<file path="src/rtl/pff_pkg.sv">
package pff_pkg;
    // status word layout
    localparam int ST_BUSY   = 7;
    localparam int ST_TX_LO  = 8;
    localparam int ST_RX_LO  = 12;
    localparam int ST_ERR_LO = 21;
    // flush request bits
    localparam int FL_BOARD  = 0;
    localparam int FL_TX     = 1;
    localparam int FL_RX     = 2;
    // default thresholds
    localparam int THR_DEF   = 32;
    localparam int NCH       = 2;
    localparam int NERR      = 3;
endpackage

</file>
<file path="src/rtl/pff_store.sv">
module pff_store #(
    parameter int DW = 32,
    parameter int AW = 6
) (
    input  logic          clk,
    input  logic          rst_n,
    input  logic          flush,
    input  logic          push,
    input  logic          pop,
    input  logic [DW-1:0] wdata,
    output logic [DW-1:0] rdata,
    output logic [AW:0]   count
);
    localparam int DEPTH = 1 << AW;
    localparam logic [AW:0] FULL_CNT = (AW+1)'(DEPTH);

    typedef struct packed {
        logic [AW-1:0] wp;
        logic [AW-1:0] rp;
        logic [AW:0]   cnt;
        logic [DW-1:0] rd;
    } store_t;

    store_t s_d, s_q;
    logic [DW-1:0] mem_q [DEPTH];
    logic is_full, is_empty, do_push, do_pop;

    always_comb begin
        is_full  = (s_q.cnt == FULL_CNT);
        is_empty = (s_q.cnt == '0);
        do_pop   = pop && !is_empty && !flush;
        do_push  = push && (!is_full || do_pop) && !flush;
        s_d      = s_q;
        if (flush) begin
            s_d.wp  = '0;
            s_d.rp  = '0;
            s_d.cnt = '0;
        end else begin
            if (do_push) s_d.wp = s_q.wp + 1'b1;
            if (do_pop) begin
                s_d.rp = s_q.rp + 1'b1;
                s_d.rd = mem_q[s_q.rp];
            end
            case ({do_push, do_pop})
                2'b10:   s_d.cnt = s_q.cnt + 1'b1;
                2'b01:   s_d.cnt = s_q.cnt - 1'b1;
                default: s_d.cnt = s_q.cnt;
            endcase
        end
    end

    always_ff @(posedge clk or negedge rst_n) begin
        if (!rst_n) s_q <= '0;
        else        s_q <= s_d;
    end

    always_ff @(posedge clk) begin
        if (do_push) mem_q[s_q.wp] <= wdata;
    end

    assign rdata = s_q.rd;
    assign count = s_q.cnt;

    // occupancy never exceeds the capacity
    p_count_bound_r10: assert property (@(posedge clk) disable iff (!rst_n)
        s_q.cnt <= FULL_CNT);
    // a push into a full queue with no pop is dropped
    p_drop_on_full_r2: assert property (@(posedge clk) disable iff (!rst_n)
        (push && is_full && !pop && !flush) |=> (s_q.cnt == FULL_CNT) && $stable(s_q.wp));
    // a pop on an empty queue leaves the read data alone
    p_underrun_hold_r3: assert property (@(posedge clk) disable iff (!rst_n)
        (pop && is_empty && !flush) |=> $stable(s_q.rd));
    // push plus pop on a full queue keeps it full
    p_full_swap_r12: assert property (@(posedge clk) disable iff (!rst_n)
        (push && pop && is_full && !flush) |=> (s_q.cnt == FULL_CNT));
    // a flush leaves the queue empty
    p_flush_empty_r9: assert property (@(posedge clk) disable iff (!rst_n)
        flush |=> (s_q.cnt == '0));
endmodule

</file>
<file path="src/rtl/pff_flags.sv">
module pff_flags #(
    parameter int AW = 6
) (
    input  logic [AW:0] count,
    input  logic [15:0] ae_thr,
    input  logic [7:0]  af_thr,
    output logic [3:0]  nib      // {not full, not almost full, not almost empty, not empty}
);
    localparam int DEPTH = 1 << AW;
    localparam int SW    = (AW + 1 > 16) ? AW + 2 : 17;
    localparam logic [SW-1:0] DEPTH_W = SW'(DEPTH);

    logic [SW-1:0] cnt_w;

    always_comb begin
        cnt_w  = SW'(count);
        nib[0] = (cnt_w != '0);
        nib[1] = (cnt_w > SW'(ae_thr));
        nib[2] = ((cnt_w + SW'(af_thr)) < DEPTH_W);
        nib[3] = (cnt_w < DEPTH_W);
    end
endmodule

</file>
<file path="src/rtl/pff_sticky.sv">
module pff_sticky #(
    parameter int N = 3
) (
    input  logic         clk,
    input  logic         rst_n,
    input  logic         wipe,
    input  logic [N-1:0] set,
    input  logic [N-1:0] clr,
    output logic [N-1:0] err
);
    typedef struct packed {
        logic [N-1:0] bits;
    } sticky_t;

    sticky_t e_d, e_q;

    always_comb begin
        e_d = e_q;
        if (wipe) e_d.bits = '0;
        else      e_d.bits = (e_q.bits & ~clr) | set;
    end

    always_ff @(posedge clk or negedge rst_n) begin
        if (!rst_n) e_q <= '0;
        else        e_q <= e_d;
    end

    assign err = e_q.bits;

    // an event always lands, even against a clear
    p_set_wins_r8: assert property (@(posedge clk) disable iff (!rst_n)
        !wipe |=> ((err & $past(set)) == $past(set)));
    // a bit that is not cleared stays set
    p_sticky_hold_r8: assert property (@(posedge clk) disable iff (!rst_n)
        !wipe |=> ((err & ($past(err) & ~$past(clr))) == ($past(err) & ~$past(clr))));
endmodule

</file>
<file path="src/rtl/dual_pflag_fifo.sv">
module dual_pflag_fifo
    import pff_pkg::*;
#(
    parameter int DW = 32,
    parameter int AW = 6,
    parameter int CW = 20
) (
    input  logic          clk,
    input  logic          rst_n,
    input  logic [2:0]    flush_req,
    input  logic [1:0]    thr_we,
    input  logic [23:0]   thr_wdata,
    output logic [31:0]   tx_thr,
    output logic [31:0]   rx_thr,
    input  logic          tx_push,
    input  logic [DW-1:0] tx_wdata,
    input  logic          tx_pop,
    output logic [DW-1:0] tx_rdata,
    input  logic          rx_push,
    input  logic [DW-1:0] rx_wdata,
    input  logic          rx_pop,
    output logic [DW-1:0] rx_rdata,
    input  logic          tx_line_busy,
    input  logic [2:0]    err_clr,
    output logic [31:0]   status,
    output logic [CW-1:0] tx_cap,
    output logic [CW-1:0] rx_cap,
    output logic [CW-1:0] tx_level,
    output logic [CW-1:0] rx_level
);
    localparam int DEPTH = 1 << AW;
    localparam logic [AW:0] FULL_CNT = (AW+1)'(DEPTH);

    typedef struct packed {
        logic [NCH-1:0][15:0] ae;
        logic [NCH-1:0][7:0]  af;
    } thr_t;

    thr_t t_d, t_q;

    logic [NCH-1:0]  push_v, pop_v, flush_v;
    logic [DW-1:0]   wd_v  [NCH];
    logic [DW-1:0]   rd_v  [NCH];
    logic [AW:0]     cnt_v [NCH];
    logic [3:0]      nib_v [NCH];
    logic [NERR-1:0] err_set, err_q;

    // threshold registers
    always_comb begin
        t_d = t_q;
        if (flush_req[FL_BOARD]) begin
            for (int c = 0; c < NCH; c++) begin
                t_d.ae[c] = 16'(THR_DEF);
                t_d.af[c] = 8'(THR_DEF);
            end
        end else begin
            for (int c = 0; c < NCH; c++) begin
                if (thr_we[c]) begin
                    t_d.ae[c] = thr_wdata[15:0];
                    t_d.af[c] = thr_wdata[23:16];
                end
            end
        end
    end

    always_ff @(posedge clk or negedge rst_n) begin
        if (!rst_n) begin
            for (int c = 0; c < NCH; c++) begin
                t_q.ae[c] <= 16'(THR_DEF);
                t_q.af[c] <= 8'(THR_DEF);
            end
        end else begin
            t_q <= t_d;
        end
    end

    assign push_v  = {rx_push, tx_push};
    assign pop_v   = {rx_pop, tx_pop};
    assign wd_v[0] = tx_wdata;
    assign wd_v[1] = rx_wdata;
    assign flush_v = {flush_req[FL_RX], flush_req[FL_TX]} | {NCH{flush_req[FL_BOARD]}};

    generate
        for (genvar ch = 0; ch < NCH; ch++) begin : g_ch
            pff_store #(.DW(DW), .AW(AW)) u_store (
                .clk   (clk),
                .rst_n (rst_n),
                .flush (flush_v[ch]),
                .push  (push_v[ch]),
                .pop   (pop_v[ch]),
                .wdata (wd_v[ch]),
                .rdata (rd_v[ch]),
                .count (cnt_v[ch])
            );
            pff_flags #(.AW(AW)) u_flags (
                .count  (cnt_v[ch]),
                .ae_thr (t_q.ae[ch]),
                .af_thr (t_q.af[ch]),
                .nib    (nib_v[ch])
            );
        end
    endgenerate

    // error events: tx overrun, rx underrun, rx overrun
    always_comb begin
        err_set[0] = tx_push && !tx_pop && (cnt_v[0] == FULL_CNT) && !flush_v[0];
        err_set[1] = rx_pop && (cnt_v[1] == '0) && !flush_v[1];
        err_set[2] = rx_push && !rx_pop && (cnt_v[1] == FULL_CNT) && !flush_v[1];
    end

    pff_sticky #(.N(NERR)) u_sticky (
        .clk   (clk),
        .rst_n (rst_n),
        .wipe  (flush_req[FL_BOARD]),
        .set   (err_set),
        .clr   (err_clr),
        .err   (err_q)
    );

    always_comb begin
        status = '0;
        status[ST_BUSY]                 = tx_line_busy;
        status[ST_TX_LO +: 4]           = nib_v[0];
        status[ST_RX_LO +: 4]           = nib_v[1];
        status[ST_ERR_LO +: NERR]       = err_q;
    end

    assign tx_thr   = {8'h00, t_q.af[0], t_q.ae[0]};
    assign rx_thr   = {8'h00, t_q.af[1], t_q.ae[1]};
    assign tx_rdata = rd_v[0];
    assign rx_rdata = rd_v[1];
    assign tx_cap   = CW'(DEPTH);
    assign rx_cap   = CW'(DEPTH);
    assign tx_level = CW'(cnt_v[0]);
    assign rx_level = CW'(cnt_v[1]);

    // receive not-empty agrees with the occupancy output
    p_rx_nonempty_r4: assert property (@(posedge clk) disable iff (!rst_n)
        status[ST_RX_LO] == (rx_level != '0));
    // an empty queue is also almost empty
    p_ae_order_r5: assert property (@(posedge clk) disable iff (!rst_n)
        !status[ST_RX_LO] |-> !status[ST_RX_LO+1]);
    // a full queue is also almost full
    p_af_order_r6: assert property (@(posedge clk) disable iff (!rst_n)
        !status[ST_RX_LO+3] |-> !status[ST_RX_LO+2]);
    // board reset restores default thresholds
    p_thr_default_r7: assert property (@(posedge clk) disable iff (!rst_n)
        flush_req[FL_BOARD] |=> (tx_thr == 32'h0020_0020) && (rx_thr == 32'h0020_0020));
    // board reset wipes the error bits
    p_board_wipe_r9: assert property (@(posedge clk) disable iff (!rst_n)
        flush_req[FL_BOARD] |=> (status[ST_ERR_LO +: NERR] == '0));
endmodule

</file>
<file path="config.mk">
export PLATFORM = sky130hd
export DESIGN_NAME = dual_pflag_fifo
export DESIGN_NICKNAME = d
export VERILOG_FILES = /design/src/rtl/pff_pkg.sv /design/src/rtl/pff_store.sv /design/src/rtl/pff_flags.sv /design/src/rtl/pff_sticky.sv /design/src/rtl/dual_pflag_fifo.sv
export SDC_FILE = /design/constraint.sdc
export NUM_CORES = 2
export LEC_CHECK = 0
export CORE_ASPECT_RATIO = 0.7
export CORE_MARGIN = 1.5
export CORE_UTILIZATION = 55
export DETAILED_ROUTE_END_ITERATION = 16
export PLACE_DENSITY = 0.72
export SYNTH_ARGS = -nofsm -noshare
export SYNTH_HDL_FRONTEND = slang
export SYNTH_SLANG_ARGS = --single-unit
</file>
<file path="constraint.sdc">
create_clock -name clk -period 4.1 [get_ports clk]
set_input_delay 0.82 -clock clk [delete_from_list [all_inputs] [get_ports clk]]
set_output_delay 0.82 -clock clk [all_outputs]
set_load 0.05 [all_outputs]
</file>
# After elaboration in Yosys (flattened, before gate mapping)

Memories as Yosys holds them, arrays and structs flattened. A register that Yosys moved wholly into a read port is not among the register bits.
Index checks and enable logic that the tools add are counted.

Add/subtract/negate cells: 10
Magnitude comparators: 6
Eq/ne operators: 6
Multiplexer cells: 18
Bitwise operators: 6
Reduce and logical (&&, ||, !) cells: 42

Operators with widths:

| operator            | count |
|---|---|
| $mux 48             | 1 |
| $mux 19             | 2 |
| $lt 17x7->1 const B | 2 |
| $gt 7x16->1         | 2 |
| $mux 16             | 2 |
| $pmux 7 s2          | 2 |
| $add 6x1->6 const B | 4 |
| $mux 6              | 4 |
| $add 7x8->9         | 2 |
| $logic_and 1x1->1   | 16 |
| $mux 8              | 2 |
| $add 7x1->7 const B | 2 |
| $eq 7x7->1 const B  | 2 |
| $logic_not 7->1     | 2 |
| $lt 7x7->1 const B  | 2 |
| $reduce_bool 7->1   | 2 |
| $sub 7x1->7 const B | 2 |
| $reduce_bool 2->1   | 6 |
| $logic_not 1->1     | 10 |
| $reduce_bool 3->1   | 2 |
| $eq 2x1->1 const B  | 2 |
| $eq 2x2->1 const B  | 2 |
| $mux 1              | 4 |
| $reduce_and 2->1    | 2 |
| 7 further kinds     | 9 |

Register bits: 89
Memory bits (writable): 4096
Bits of input ports: 103
Output and inout bits: 240
Word-level logic and storage cells: 101
Memories: 2

Memories:

| name                  | words | bits a word | read ports | clocked after Yosys merged registers in | wr ports | line            | text |
|---|---|---|---|---|---|---|---|
| g_ch[0].u_store.mem_q | 64    | 32          | 1          | 1                                       | 1        | pff_store.sv:25 | `logic [DW-1:0] mem_q [DEPTH];` |
| g_ch[1].u_store.mem_q | 64    | 32          | 1          | 1                                       | 1        | pff_store.sv:25 |  |

# Logic depth before layout (Yosys ltp)

Depth in word-level cells: 10
Gate-level depth with buffers: 13

# Cells and area by module

A second synthesis with hierarchy kept.

Cells, all modules: 7985
Area total of the unflattened synthesis: 165130.9 um^2

By module, submodules not included:

| module          | times used | cells each | area an instance (um^2) | sequential area each (um^2) |
|---|---|---|---|---|
| pff_store       | 2          | 3804       | 80760.0                 | 62775.2 |
| dual_pflag_fifo | 1          | 273        | 2812.7                  | 1206.2 |
| pff_flags       | 2          | 46         | 339.1                   | 0.0 |
| pff_sticky      | 1          | 12         | 120.1                   | 75.1 |

# Worst setup path before layout

Ideal clock, no wire load.

Path kind: input to register
From: input port tx_pop
To: register g_ch[0].u_store.s_q (netlist bit g_ch[0].u_store.count[6])
Arrival time: 3897 ps
Data required time: 4012 ps
Setup slack: 114 ps
Stages: 13
Buffers on the path: 3
Path through: clkbuf_1 > inv_1 > a31oi_1 > nand2_1 > clkbuf_1 > buf_1 > nor2_1 > ha_1 > a211oi_1 > nor2_1 > o21a_1 > or4_1 > a41oi_1

Longest elaborated chain between the ends: 8
Elaborated cells between the ends (all ways): 10
Classes of those cells: eq/ne (2); mux (2); reduce/logical (6)

Ends and longest elaborated chain:

| element                                  | line                  | text |
|---|---|---|
| from (decl)                              | dual_pflag_fifo.sv:17 | `input logic tx_pop,` |
| $logic_and 1x1->1 * (2 in a row)         | pff_store.sv:31       | `do_pop = pop && !is_empty && !flush;` |
| $logic_or 1x1->1                         | pff_store.sv:32       | `do_push = push && (!is_full \|\| do_pop) && !flush;` |
| $logic_and 1x1->1 (2 in a row)           | pff_store.sv:32       |  |
| $eq 2x1->1 or $eq 2x2->1 (tied branches) | pff_store.sv:44       | `case ({do_push, do_pop})` |
| $pmux 7 s2                               | pff_store.sv:44       |  |
| $mux 19                                  | pff_store.sv:34       | `if (flush) begin` |
| to (signal assigned)                     | pff_store.sv:53       | `if (!rst_n) s_q <= '0;` |
| to (signal assigned)                     | pff_store.sv:54       | `else s_q <= s_d;` |
| to (decl)                                | pff_store.sv:24       | `store_t s_d, s_q;` |

Every way passes the cells marked *; elsewhere a longest branch is shown, timed or not.
A chain may end at the register's enable or synchronous reset.

# Worst setup path after layout

From: register g_ch[1].u_store.s_q (netlist bit g_ch[1].u_store.count[2])
To: output port status[14]

Longest elaborated chain between the ends: 2

Ends and longest elaborated chain:

| element                | line                  | text |
|---|---|---|
| from (decl)            | pff_store.sv:24       |  |
| from (signal assigned) | pff_store.sv:53       |  |
| from (signal assigned) | pff_store.sv:54       |  |
| $add 7x8->9            | pff_flags.sv:19       | `nib[2] = ((cnt_w + SW'(af_thr)) < DEPTH_W);` |
| $lt 17x7->1            | pff_flags.sv:19       |  |
| to (decl)              | dual_pflag_fifo.sv:25 | `output logic [31:0] status,` |

No other way between the ends.

==> impl_results.md <==
- Global route overflow: 0
- Outcome: finished clean
- Slew headroom: 9.39%
- Max cap viols: 0
- Largest net degree at the start of global routing: 133
- Startpoint types: register
- IO Pins: 343
- Reg-to-reg startpoint: g_ch[1].u_store.s_q[39]
- Drt via density: 6.48
- Hold Path Class: primary input to register
- Pins Over Slew Limit: 0
- First-pass GRT wire length: 596000 µm
- RR Endpoint: g_ch[1].u_store.rdata[17]
- Placer Congestion: 0.891
- H-tree depth: 5
- Synth top area cells: edfxtp_1 74%, mux2i_1 7.3%, mux4_2 7.0%, dfrtp_1 2.2%, a22oi_1 1.0%
- Synthesized area per cell: 19.6 µm²
- Period utilisation layout: 95.6%
- CTS tree: yes
- Unique masters post-synth: 74
- Maximum vdd ir drop: 336 µV
- CP startpoint: g_ch[1].u_store.count[2]
- Main synth FF type: edfxtp_1
- Achievable Freq: 255 MHz
- CP arrival: 3100 ps
- DRC violations left: 0
- PnR worst setup slack: 179 ps
- Setup TNS: 0 ps
- Yosys top cell area share: 74.2%
- Total GRT Usage: 27.2%
- Die Y: 462 µm
- Hold path start: tx_wdata[6]
- Initial antenna violation count: 23
- Clock insertion delay at the later pin of the skew report: 930 ps
- Metal3 WL: 53200 µm
- WS Path Type: register to output port
- Final Hold Viols: 0
- Clock Sinks: 4249
- Die ar.: 0.305 mm²
- Worst Hold Path EP: g_ch[0].u_store.mem_q[2][6]
- Vias: 85759
- Hpwl dp: 259000 µm
- Initial Util: 55.3%
- Die width: 659 µm
- Area grow syn2layout: 13.2%
- Unrepaired setup endpoints after global routing: no
- FF-to-FF path depth: 6
- Setup Skew: 70.6 ps
- Starting DRT DRC Count: 12189
- Highest-count cells in the layout ignoring fill and taps: 4096 x edfxtp_1, 1206 x mux2i_1, 512 x mux4_2
- CTS Buffer Depth: 4
- Worst Setup End Kind: output port
- Routed len/inst: 31.6 µm
- Share of cells above drive strength 1: 20.0%
- Core area: 0.300 mm²
- Slew @ Worst Pin: 1360 ps
- Yosys reg bits: 4249
- Syn Std Cell Area: 0.166 mm²
- Post-synth ARST share: 3.60%
- Vias in the first global route: 82482
- Row count: 168
- WL met2: 176000 µm
- R2r setup slk: 450 ps
- Worst hold stages: 1
- LEAKAGE: 56.9 nW
- Post-layout minimum cycle time: 3920 ps
- Critical path required time: 3280 ps
- Cells after Synth: 8459
- Setup Viol. Count Final: 0
- Area leader, netlist: edfxtp_1
- Worst slack, placed: 160 ps
- Final nets: 9047
- YS warnings: 0
- Root buf cell: clkbuf_16
- Most common cell after layout, fill and taps aside: edfxtp_1
- Total Wirelength: 418000 µm
- Post-synth EDFFs: 4096
- Drt pass-1 iters: 6
- Seq/Total Area, Yosys: 76.5%
- Max FO, Critical Path: 11
- Fill cell count: 19847
- Number of I/O port buffers: 238
- Clk slew on worst S/H paths: 60 ps
- ANT nets after route: 0
- Pwr Density: 476 mW/mm²
- Num CTS Buffers: 391
- Met1 Wirelength: 178000 µm
- Max layer used: met5
## state kept, by name, summed over array words and instances, names as in the netlist
signal and flops:
g_ch.u_store.count 14, g_ch.u_store.mem_q 4096, g_ch.u_store.rdata 64, g_ch.u_store.s_q 24, rx_thr 24, tx_thr 24, u_sticky.err 3
## worst max path at each step
stage / cells after the start / to
3_5_place_dp: 7 / g_ch[1].u_store.mem_q[58][23]
4_1_cts: 3 / status[8]
6_report: 8 / status[14]
2_1_floorplan: 13 / g_ch[0].u_store.count[6]
5_1_grt: 8 / status[14]
3_3_place_gp: 7 / status[9]
## worst max-delay path, stage by stage, from the launching register on
cell	delay, ps
dfrtp_1	630
buf_4	240
ha_1	230
a21o_1	210
a21oi_1	160
buf_4	180
nor2_1	60
a211oi_2	310
buf_12	190
## metrics by stage
stage	util [%]	area (µm²)	hold slack, ps	cells	total power, mW
floorplan	-	166000	513	8559	51.9
global placement	58.4	175000	501	12506	53.7
detailed placement	58.4	175000	523	12507	53.8
CTS	62.6	188000	244	13217	89.6
global route	62.6	188000	263	13219	91.5
finish	62.6	188000	287	13228	89.3
## cell families after synthesis
group,synth area share (%)
xor gates and xnor gates,0.111
muxes,14.9
buffers and inverters,2.12
and+or+nand+nor,2.27
other,0.00453
AOI/OAI and AO/OA,3.75
adders and majority gates,0.291
DFF,76.5
## timing repair
item	in CTS	in global routing
hold endpoints to repair	19	0
gates cloned	0	0
gates resized for setup	3	1
hold buffers	1	0
setup buffers	0	0
setup endpoints to repair	2	1
## synth_stat cells, types with 10 or more instances
master	number
mux4_2	512
edfxtp_1	4096
o211ai_1	71
nand2_1	104
mux2i_1	1206
o22ai_1	256
buf_2	130
nor2_1	226
inv_1	23
nand4_1	10
o21ai_1	34
buf_1	68
a31oi_1	35
xor2_1	13
nor3_1	42
buf_4	181
clkbuf_1	288
a21oi_1	52
a221oi_1	32
nand3_1	147
nor2b_1	43
or3_1	39
mux2_2	100
o21ai_0	13
a211oi_1	71
ha_1	37
nor4_1	71
a31o_2	34
a22oi_1	224
dfrtp_1	149
a32oi_1	32
## per-layer routing
layer / track usage [%] / vias up
met4: 6.97 / 12
met1: 43.1 / 44763
met2: 37.5 / 5051
met3: 7.19 / 590
li1: - / 35343
met5: 0 / -
## where the power goes
part	leakage [nW]	internal (mW)	switching (mW)
registers	38.8	47.9	0.498
clock network	6.22	20.8	15.6
logic	11.9	1.36	3.16
total	56.9	70.0	19.3
## area by class of cell
cell class / instances / area (µm²) / area share, %
Clock buffer: 491 / 10500 / 5.58
Inverter: 25 / 93.8 / 0.0500
Sequential cell: 4249 / 127000 / 67.6
Clock inverter: 218 / 2210 / 1.18
Multi-Input combinational cell: 3612 / 36900 / 19.6
Tap cell: 3995 / 5000 / 2.66
Antenna cell: 11 / 27.5 / 0.0147
Timing Repair Buffer: 627 / 6130 / 3.27
Power figures use the tool's default switching activity.
